<file path="config.mk">
export PLATFORM = sky130hd
export DESIGN_NAME = iotu_stream_regs
export DESIGN_NICKNAME = d
export VERILOG_FILES = /design/src/rtl/iotu_pkg.sv /design/src/rtl/iotu_addr_decode.sv /design/src/rtl/iotu_stream_slot.sv /design/src/rtl/iotu_remap_table.sv /design/src/rtl/iotu_stream_regs.sv
export SDC_FILE = /design/constraint.sdc
export NUM_CORES = 2
export LEC_CHECK = 0
export BUFFER_PORTS_ARGS = -buffer_cell sky130_fd_sc_hd__buf_2
export CAP_MARGIN = 25
export CORE_MARGIN = 2
export CORE_UTILIZATION = 40
export DETAILED_ROUTE_END_ITERATION = 8
export GPL_TIMING_DRIVEN = 1
export PLACE_DENSITY = 0.66
export SETUP_SLACK_MARGIN = 0.4
export SLEW_MARGIN = 20
export SYNTH_ARGS = -nofsm -noshare
export SYNTH_HDL_FRONTEND = slang
export SYNTH_HIERARCHICAL = 1
export SYNTH_SLANG_ARGS = --single-unit
</file>
<file path="constraint.sdc">
create_clock -name clk_i -period 10.8 [get_ports clk_i]
set_input_delay 0.54 -clock clk_i [delete_from_list [all_inputs] [get_ports clk_i]]
set_output_delay 0.54 -clock clk_i [all_outputs]
set_load 0.02 [all_outputs]
</file>
<file path="src/rtl/iotu_pkg.sv">
package iotu_pkg;

  typedef enum logic [1:0] {
    MODE_BLOCK  = 2'b00,
    MODE_XLATE  = 2'b01,
    MODE_BYPASS = 2'b10
  } mode_e;

  typedef enum logic [2:0] {
    HIT_NONE,
    HIT_PARAM0,
    HIT_PARAM1,
    HIT_CFG,
    HIT_REMAP,
    HIT_CTRL,
    HIT_BASE
  } hit_e;

  localparam int OFS_PARAM0 = 'h000;
  localparam int OFS_PARAM1 = 'h004;
  localparam int OFS_CFG    = 'h060;
  localparam int OFS_REMAP  = 'h080;
  localparam int OFS_CTRL   = 'h100;
  localparam int OFS_BASE   = 'h200;
  localparam int BASE_STRIDE = 16;

  localparam int BIT_XLATE  = 7;
  localparam int BIT_BYP0   = 8;
  localparam int BIT_BYP1   = 12;
  localparam int BIT_VALID  = 31;
  localparam int BIT_LOCK   = 15;

  // Mode selection: translate wins over bypass, everything else blocks.
  function automatic mode_e pick_mode(input logic [31:0] ctrl,
                                      input logic base0_valid,
                                      input logic cap);
    if (ctrl[BIT_XLATE] && base0_valid)
      return MODE_XLATE;
    else if ((ctrl[BIT_BYP0] || ctrl[BIT_BYP1]) && cap)
      return MODE_BYPASS;
    else
      return MODE_BLOCK;
  endfunction

  // Reset content of remap byte b: identity mapping.
  function automatic logic [7:0] identity_byte(input int b);
    return 8'(b);
  endfunction

endpackage

</file>
<file path="src/rtl/iotu_addr_decode.sv">
module iotu_addr_decode
  import iotu_pkg::*;
#(
  parameter int NUM_STREAMS = 16,
  parameter int NUM_BASES   = 4,
  localparam int SW = (NUM_STREAMS > 1) ? $clog2(NUM_STREAMS) : 1,
  localparam int REMAP_WORDS = (NUM_STREAMS + 3) / 4,
  localparam int WW = (REMAP_WORDS > 1) ? $clog2(REMAP_WORDS) : 1
) (
  input  logic [11:0]   addr_i,
  output hit_e          hit_o,
  output logic [SW-1:0] stream_o,
  output logic [1:0]    idx_o,
  output logic [WW-1:0] word_o
);

  logic [31:0] a;
  assign a = {20'd0, addr_i};

  always_comb begin
    hit_o    = HIT_NONE;
    stream_o = '0;
    idx_o    = '0;
    word_o   = '0;
    if (a == 32'(OFS_PARAM0)) hit_o = HIT_PARAM0;
    if (a == 32'(OFS_PARAM1)) hit_o = HIT_PARAM1;
    if (a == 32'(OFS_CFG))    hit_o = HIT_CFG;
    for (int w = 0; w < REMAP_WORDS; w++) begin
      if (a == 32'(OFS_REMAP + 4 * w)) begin
        hit_o  = HIT_REMAP;
        word_o = WW'(w);
      end
    end
    for (int s = 0; s < NUM_STREAMS; s++) begin
      if (a == 32'(OFS_CTRL + 4 * s)) begin
        hit_o    = HIT_CTRL;
        stream_o = SW'(s);
      end
      for (int i = 0; i < NUM_BASES; i++) begin
        if (a == 32'(OFS_BASE + BASE_STRIDE * s + 4 * i)) begin
          hit_o    = HIT_BASE;
          stream_o = SW'(s);
          idx_o    = 2'(i);
        end
      end
    end
  end

endmodule

</file>
<file path="src/rtl/iotu_stream_slot.sv">
module iotu_stream_slot
  import iotu_pkg::*;
#(
  parameter int NUM_BASES = 4
) (
  input  logic                   clk_i,
  input  logic                   rst_ni,
  input  logic                   lock_i,
  input  logic                   cap_i,
  input  logic                   ctrl_we_i,
  input  logic                   base_we_i,
  input  logic [1:0]             base_idx_i,
  input  logic [31:0]            wdata_i,
  output logic [31:0]            ctrl_o,
  output logic [NUM_BASES*32-1:0] bases_o,
  output mode_e                  mode_o
);

  logic [31:0] ctrl_q;
  logic [31:0] base_q [NUM_BASES];
  logic        ctrl_upd;

  assign ctrl_upd = ctrl_we_i && !lock_i;

  always_ff @(posedge clk_i or negedge rst_ni) begin
    if (!rst_ni)       ctrl_q <= '0;
    else if (ctrl_upd) ctrl_q <= wdata_i;
  end

  for (genvar i = 0; i < NUM_BASES; i++) begin : g_base
    logic base_upd;
    assign base_upd = base_we_i && !lock_i && (base_idx_i == 2'(i));
    always_ff @(posedge clk_i or negedge rst_ni) begin
      if (!rst_ni)       base_q[i] <= '0;
      else if (base_upd) base_q[i] <= wdata_i;
    end
    assign bases_o[32*i +: 32] = base_q[i];
  end

  assign ctrl_o = ctrl_q;
  assign mode_o = pick_mode(ctrl_q, base_q[0][BIT_VALID], cap_i);

  AST_CTRL_FROZEN: assert property (@(posedge clk_i) disable iff (!rst_ni)
    lock_i |=> $stable(ctrl_q));
  AST_BASE0_FROZEN: assert property (@(posedge clk_i) disable iff (!rst_ni)
    lock_i |=> $stable(base_q[0]));
  AST_ZERO_CTRL_BLOCKS: assert property (@(posedge clk_i) disable iff (!rst_ni)
    (ctrl_q == 32'd0) |-> (mode_o == MODE_BLOCK));
  AST_XLATE_NEEDS_VALID: assert property (@(posedge clk_i) disable iff (!rst_ni)
    (mode_o == MODE_XLATE) |-> (ctrl_q[BIT_XLATE] && base_q[0][BIT_VALID]));

endmodule

</file>
<file path="src/rtl/iotu_remap_table.sv">
module iotu_remap_table
  import iotu_pkg::*;
#(
  parameter int NUM_STREAMS = 16,
  localparam int REMAP_WORDS = (NUM_STREAMS + 3) / 4,
  localparam int WW = (REMAP_WORDS > 1) ? $clog2(REMAP_WORDS) : 1
) (
  input  logic                       clk_i,
  input  logic                       rst_ni,
  input  logic                       lock_i,
  input  logic                       we_i,
  input  logic [WW-1:0]              word_i,
  input  logic [31:0]                wdata_i,
  output logic [REMAP_WORDS*32-1:0]  words_o,
  output logic [NUM_STREAMS*8-1:0]   map_o
);

  logic [REMAP_WORDS*32-1:0] tbl_q;

  for (genvar w = 0; w < REMAP_WORDS; w++) begin : g_word
    logic upd;
    assign upd = we_i && !lock_i && (word_i == WW'(w));
    for (genvar b = 0; b < 4; b++) begin : g_byte
      always_ff @(posedge clk_i or negedge rst_ni) begin
        if (!rst_ni)  tbl_q[32*w + 8*b +: 8] <= identity_byte(4 * w + b);
        else if (upd) tbl_q[32*w + 8*b +: 8] <= wdata_i[8*b +: 8];
      end
    end
  end

  assign words_o = tbl_q;
  assign map_o   = tbl_q[NUM_STREAMS*8-1:0];

  AST_REMAP_FROZEN: assert property (@(posedge clk_i) disable iff (!rst_ni)
    lock_i |=> $stable(tbl_q));

endmodule

</file>
<file path="src/rtl/iotu_stream_regs.sv">
module iotu_stream_regs
  import iotu_pkg::*;
#(
  parameter int   NUM_STREAMS = 16,
  parameter int   NUM_BASES   = 4,
  parameter int   PAGE_LOG2   = 14,
  parameter logic BYPASS_CAP  = 1'b1
) (
  input  logic                     clk_i,
  input  logic                     rst_ni,
  input  logic                     bus_we_i,
  input  logic [11:0]              bus_addr_i,
  input  logic [31:0]              bus_wdata_i,
  output logic [31:0]              bus_rdata_o,
  output logic [2*NUM_STREAMS-1:0] stream_mode_o,
  output logic [8*NUM_STREAMS-1:0] stream_remap_o
);

  localparam int SW = (NUM_STREAMS > 1) ? $clog2(NUM_STREAMS) : 1;
  localparam int REMAP_WORDS = (NUM_STREAMS + 3) / 4;
  localparam int WW = (REMAP_WORDS > 1) ? $clog2(REMAP_WORDS) : 1;
  localparam logic [3:0] PG = 4'(PAGE_LOG2);

  hit_e          hit;
  logic [SW-1:0] hit_stream;
  logic [1:0]    hit_idx;
  logic [WW-1:0] hit_word;

  iotu_addr_decode #(
    .NUM_STREAMS(NUM_STREAMS),
    .NUM_BASES  (NUM_BASES)
  ) u_dec (
    .addr_i  (bus_addr_i),
    .hit_o   (hit),
    .stream_o(hit_stream),
    .idx_o   (hit_idx),
    .word_o  (hit_word)
  );

  // Lock: set-only, cleared by reset alone.
  logic lock_q;
  always_ff @(posedge clk_i or negedge rst_ni) begin
    if (!rst_ni) lock_q <= 1'b0;
    else if (bus_we_i && hit == HIT_CFG && bus_wdata_i[BIT_LOCK]) lock_q <= 1'b1;
  end

  logic [31:0]            ctrl_w  [NUM_STREAMS];
  logic [NUM_BASES*32-1:0] bases_w [NUM_STREAMS];

  for (genvar s = 0; s < NUM_STREAMS; s++) begin : g_stream
    logic  ctrl_we, base_we;
    mode_e mode;
    assign ctrl_we = bus_we_i && hit == HIT_CTRL && hit_stream == SW'(s);
    assign base_we = bus_we_i && hit == HIT_BASE && hit_stream == SW'(s);
    iotu_stream_slot #(.NUM_BASES(NUM_BASES)) u_slot (
      .clk_i     (clk_i),
      .rst_ni    (rst_ni),
      .lock_i    (lock_q),
      .cap_i     (BYPASS_CAP),
      .ctrl_we_i (ctrl_we),
      .base_we_i (base_we),
      .base_idx_i(hit_idx),
      .wdata_i   (bus_wdata_i),
      .ctrl_o    (ctrl_w[s]),
      .bases_o   (bases_w[s]),
      .mode_o    (mode)
    );
    assign stream_mode_o[2*s +: 2] = mode;
  end

  logic [REMAP_WORDS*32-1:0] remap_words;
  logic                      remap_we;
  assign remap_we = bus_we_i && hit == HIT_REMAP;

  iotu_remap_table #(.NUM_STREAMS(NUM_STREAMS)) u_remap (
    .clk_i  (clk_i),
    .rst_ni (rst_ni),
    .lock_i (lock_q),
    .we_i   (remap_we),
    .word_i (hit_word),
    .wdata_i(bus_wdata_i),
    .words_o(remap_words),
    .map_o  (stream_remap_o)
  );

  always_comb begin
    unique case (hit)
      HIT_PARAM0: bus_rdata_o = {4'd0, PG, 24'd0};
      HIT_PARAM1: bus_rdata_o = {31'd0, BYPASS_CAP};
      HIT_CFG:    bus_rdata_o = 32'(lock_q) << BIT_LOCK;
      HIT_REMAP:  bus_rdata_o = remap_words[32*int'(hit_word) +: 32];
      HIT_CTRL:   bus_rdata_o = ctrl_w[hit_stream];
      HIT_BASE:   bus_rdata_o = bases_w[hit_stream][32*int'(hit_idx) +: 32];
      default:    bus_rdata_o = 32'd0;
    endcase
  end

  AST_LOCK_STICKY: assert property (@(posedge clk_i) disable iff (!rst_ni)
    lock_q |=> lock_q);
  AST_UNMAPPED_ZERO: assert property (@(posedge clk_i) disable iff (!rst_ni)
    (hit == HIT_NONE) |-> (bus_rdata_o == 32'd0));
  AST_PAGE_FIELD: assert property (@(posedge clk_i) disable iff (!rst_ni)
    (hit == HIT_PARAM0) |-> (bus_rdata_o[27:24] == PG));

endmodule

</file>
==> out/metrics.csv <==
stage,metric,value,unit
power_and_ir_drop,power.leakage,0.0664,uW
setup_path,cp.arrival,6.22,ns
hold_path,hold_depth,2,
power_and_ir_drop,internal-power,16100,uW
setup_path,critPathTopFamily,compound AO/OA/AOI/OAI gates,
placement,place_congestion,0.841,
grt,grt_pass1_wl,574000,um
cells_and_area,area_growth_syn_to_layout,10.7,%
timing,relSlewSlack,13.3,%
timing,skew,0.0755,ns
logic_synthesis,async_flop_share,100,%
setup_path,crit_buf_inv,4,
die,die_h,570,um
timing,slew_viol_final,0,
clocking,cts_max_level,5,
die,fp-row-count,207,
die,floorplan.initialDensity,40.2,%
routing,wire_per_inst,32.1,um
placement,preCtsSetupSlack,4.02,ns
die,io_pins,239,
logic_synthesis,syn_area,0.128,sq mm
power_and_ir_drop,irDropWorstVdd,0.000130,V
cells_and_area,fin_nets,7927,
logic_synthesis,avgSynthCellArea,16.4,sq um
grt,grt.overflow.total,0,
routing,first_iter_violations,6965,
hold_path,hold_path.class,in2reg,
logic_synthesis,synth-seq-cells,2689,
routing,drc_errors,0,
placement,place_hpwl,227000,um
logic_synthesis,synth_ff_type,dfrtp_1,
die,die_area,0.325,sq mm
hold_path,worstHoldStart,bus_wdata_i[2],
timing,worst_slack,4.04,ns
timing,fin_tns_setup,0,ns
flow_run,max_cap_violations,0,
die,fp.coreArea,0.319,sq mm
power_and_ir_drop,p_sw_share,22.8,%
logic_synthesis,synth_edf_count,0,
setup_path,ff2ff_setup_slack,7.73,ns
cells_and_area,drive_gt1_share,52.7,%
logic_synthesis,yosysSeqAreaShare,52.5,%
setup_path,crit_required,10.26,ns
cells_and_area,fill_cells,27544,
clocking,clock_path_buffers,4,
power_and_ir_drop,netSwitchingPower,4770,uW
clocking,numClockSinks,2689,
grt,grt_antenna_before_repair,22,
clocking,cts-buffers-inserted,292,
timing,rsz0062_at_grt,false,
setup_path,path_cells,buf_2 > or4_4 > nor3_2 > a32o_4 > buf_12 > buf_4 > mux4_2 > a22o_1 > a211oi_1 > a211oi_1 > nand3b_1 > buf_2,
setup_path,ff2ff_path_depth,5,
power_and_ir_drop,pwr-share-clk,48.1,%
timing,hold_viol,0,
setup_path,critPathKind,in2out,
setup_path,r2r_start,lock_q,
clocking,cts_tree,built,
logic_synthesis,synthCells,7806,
grt,grtUsageTotal,24.1,%
hold_path,hold_end,u_remap/map_o[66],
clocking,cts-root-buf,clkbuf_16,
power_and_ir_drop,combPwrFrac,3.4,%
setup_path,worst_setup_path_start_kind,input port,
routing,via_count,73635,
power_and_ir_drop,power_frac_seq,48.4,%
clocking,cts_resized,0,
placement,portBuffers,238,
timing,fin_crit_sh,62.6,%
cells_and_area,layout_common_cells,"dfrtp_1 (2,656), mux2_2 (1,659), mux2_4 (1,020)",
setup_path,cp_max_fo,80,
logic_synthesis,synth-warning-count,6,
routing,viasPerCell,6.00,
setup_path,worst_path_max_delay_cell,buf_4,
die,die_w,570,um
clocking,clk_latency,0.88,ns
cells_and_area,final_common_cell,dfrtp_1,
grt,grt_pass1_vias,78478,
timing,fmax,0.148,GHz
timing,setup_viol,0,
timing,min_period,6.76,ns
setup_path,rr_endpoint,u_remap/map_o[100],
outcome,status,"finished, final reports clean",
logic_synthesis,ys_types,62,
grt,grt_max_degree,198,
routing,drt_first_pass_iters,5,
routing,antenna_left,0,
setup_path,endpoint_kind,output pin,
setup_path,slowest_delay,0.81,ns
timing,worst_pin_slew,1.30,ns
routing,finalWirelength,394000,um
clocking,clk_pin_slew,0.06,ns
power_and_ir_drop,power_density,147,mW/mm^2
[power by group through the flow]
stage          Clock, uW  Combinational [uW]  Sequential, uW
6_report           10100                 717           10100
5_1_grt            10600                 768           10100
4_1_cts            10200                 709           10100
3_5_place_dp           0                 706           10300
3_3_place_gp           0                 686           10300
2_1_floorplan          0                 132           10300
[worst reg2reg max path, stage by stage (launching register included)]
cell	delay, ns
dfrtp_4	0.42
buf_4	0.45
buf_16	0.36
nand4b_1	0.53
buf_4	0.69
mux2_2	0.46
[what timing repair did]
| item | CTS | global route |
|---|---|---|
| hold endpoints to repair | 113 | 0 |
| hold buffers | 3 | 0 |
| setup buffers | 0 | 0 |
[sequential cells by signal, indices dropped and copies added, names as in the netlist]
name                     flops
g_stream.u_slot/bases_o   2048
g_stream.u_slot/ctrl_o     512
u_remap/map_o              128
lock_q                       1
[logic make-up after synthesis]
group,after synthesis,synth area share [%]
flip-flops,2689,52.5
buffers and inverters,694,3.80
XOR/XNOR,1,0.00683
other,1,0.00292
multiplexers,3540,38.6
AO/OA/AOI/OAI,494,3.05
AND/OR/NAND/NOR,387,2.01
[per-layer routing]
metal | track usage [%] | part of all wire, % | up-vias
met5 | 0 | 0.020 | -
met4 | 9.86 | 4.5 | 12
met3 | 5.21 | 7.4 | 676
met2 | 37.4 | 46 | 2754
met1 | 32.8 | 42 | 40736
li1 | - | - | 29457
[through the flow]
stage | instance area, sq um | power, uW | hold slack, ns | cells | util, %
floorplan | 128000 | 10500 | 0.244 | 7821 | -
global placement | 132000 | 11000 | 0.462 | 11740 | 41.4
detailed placement | 132000 | 11000 | 0.473 | 11746 | 41.4
CTS | 142000 | 21000 | 0.0307 | 12254 | 44.4
global route | 142000 | 21500 | 0.0614 | 12273 | 44.6
finish | 142000 | 20900 | 0.0658 | 12282 | 44.6
[cells in the mapped netlist, drive strengths merged, types with 4 or more instances]
cell     count  area share (%)
and3         4           0.020
a211oi      89            0.52
mux4       544             9.6
nor2b       28            0.14
and3b        4           0.027
clkbuf     119            0.35
a211o       10           0.068
nor2        55            0.16
o211ai       6           0.035
a21oi        4           0.016
a22o        41            0.28
nor4b       17            0.32
and2        23            0.11
a221oi      31            0.21
nand4b      17            0.12
nand3       51            0.20
o221a       27            0.24
buf        571             3.4
o22ai       36            0.18
mux2      2745              27
o21ai       24           0.094
dfrtp     2657              52
mux2i      251             2.0
a32o         5           0.042
and4bb      34            0.33
o2111ai     27            0.18
dfstp       32            0.66
inv          4           0.012
nand2      109            0.32
nor3b        4           0.036
o221ai      37            0.25
nand4        9           0.044
a22oi      143            0.84
nand3b      26            0.15
[layout make-up]
cell class / instances / area [sq um] / share of cell area [%]
inverter: 4 / 17.5 / 0.0123
timing repair buffer: 455 / 3600 / 2.53
tap: 4180 / 5230 / 3.68
clock inverter: 73 / 893 / 0.629
clock buffer: 432 / 8600 / 6.06
antenna: 11 / 27.5 / 0.0194
sequential: 2689 / 67300 / 47.4
multi-input combinational: 4438 / 56300 / 39.6
[worst max path at each step]
stage / from / end / slack, ns / cells past startpoint
6_report: bus_addr_i[11] / bus_rdata_o[6] / 4.04 / 12
5_1_grt: bus_addr_i[11] / bus_rdata_o[6] / 3.74 / 12
4_1_cts: bus_addr_i[11] / bus_rdata_o[6] / 4.00 / 12
3_5_place_dp: bus_addr_i[11] / bus_rdata_o[6] / 4.02 / 12
3_3_place_gp: bus_addr_i[11] / bus_rdata_o[6] / 4.01 / 12
2_1_floorplan: bus_addr_i[11] / bus_rdata_o[15] / 5.69 / 9
(Power assumes the default switching activity.)
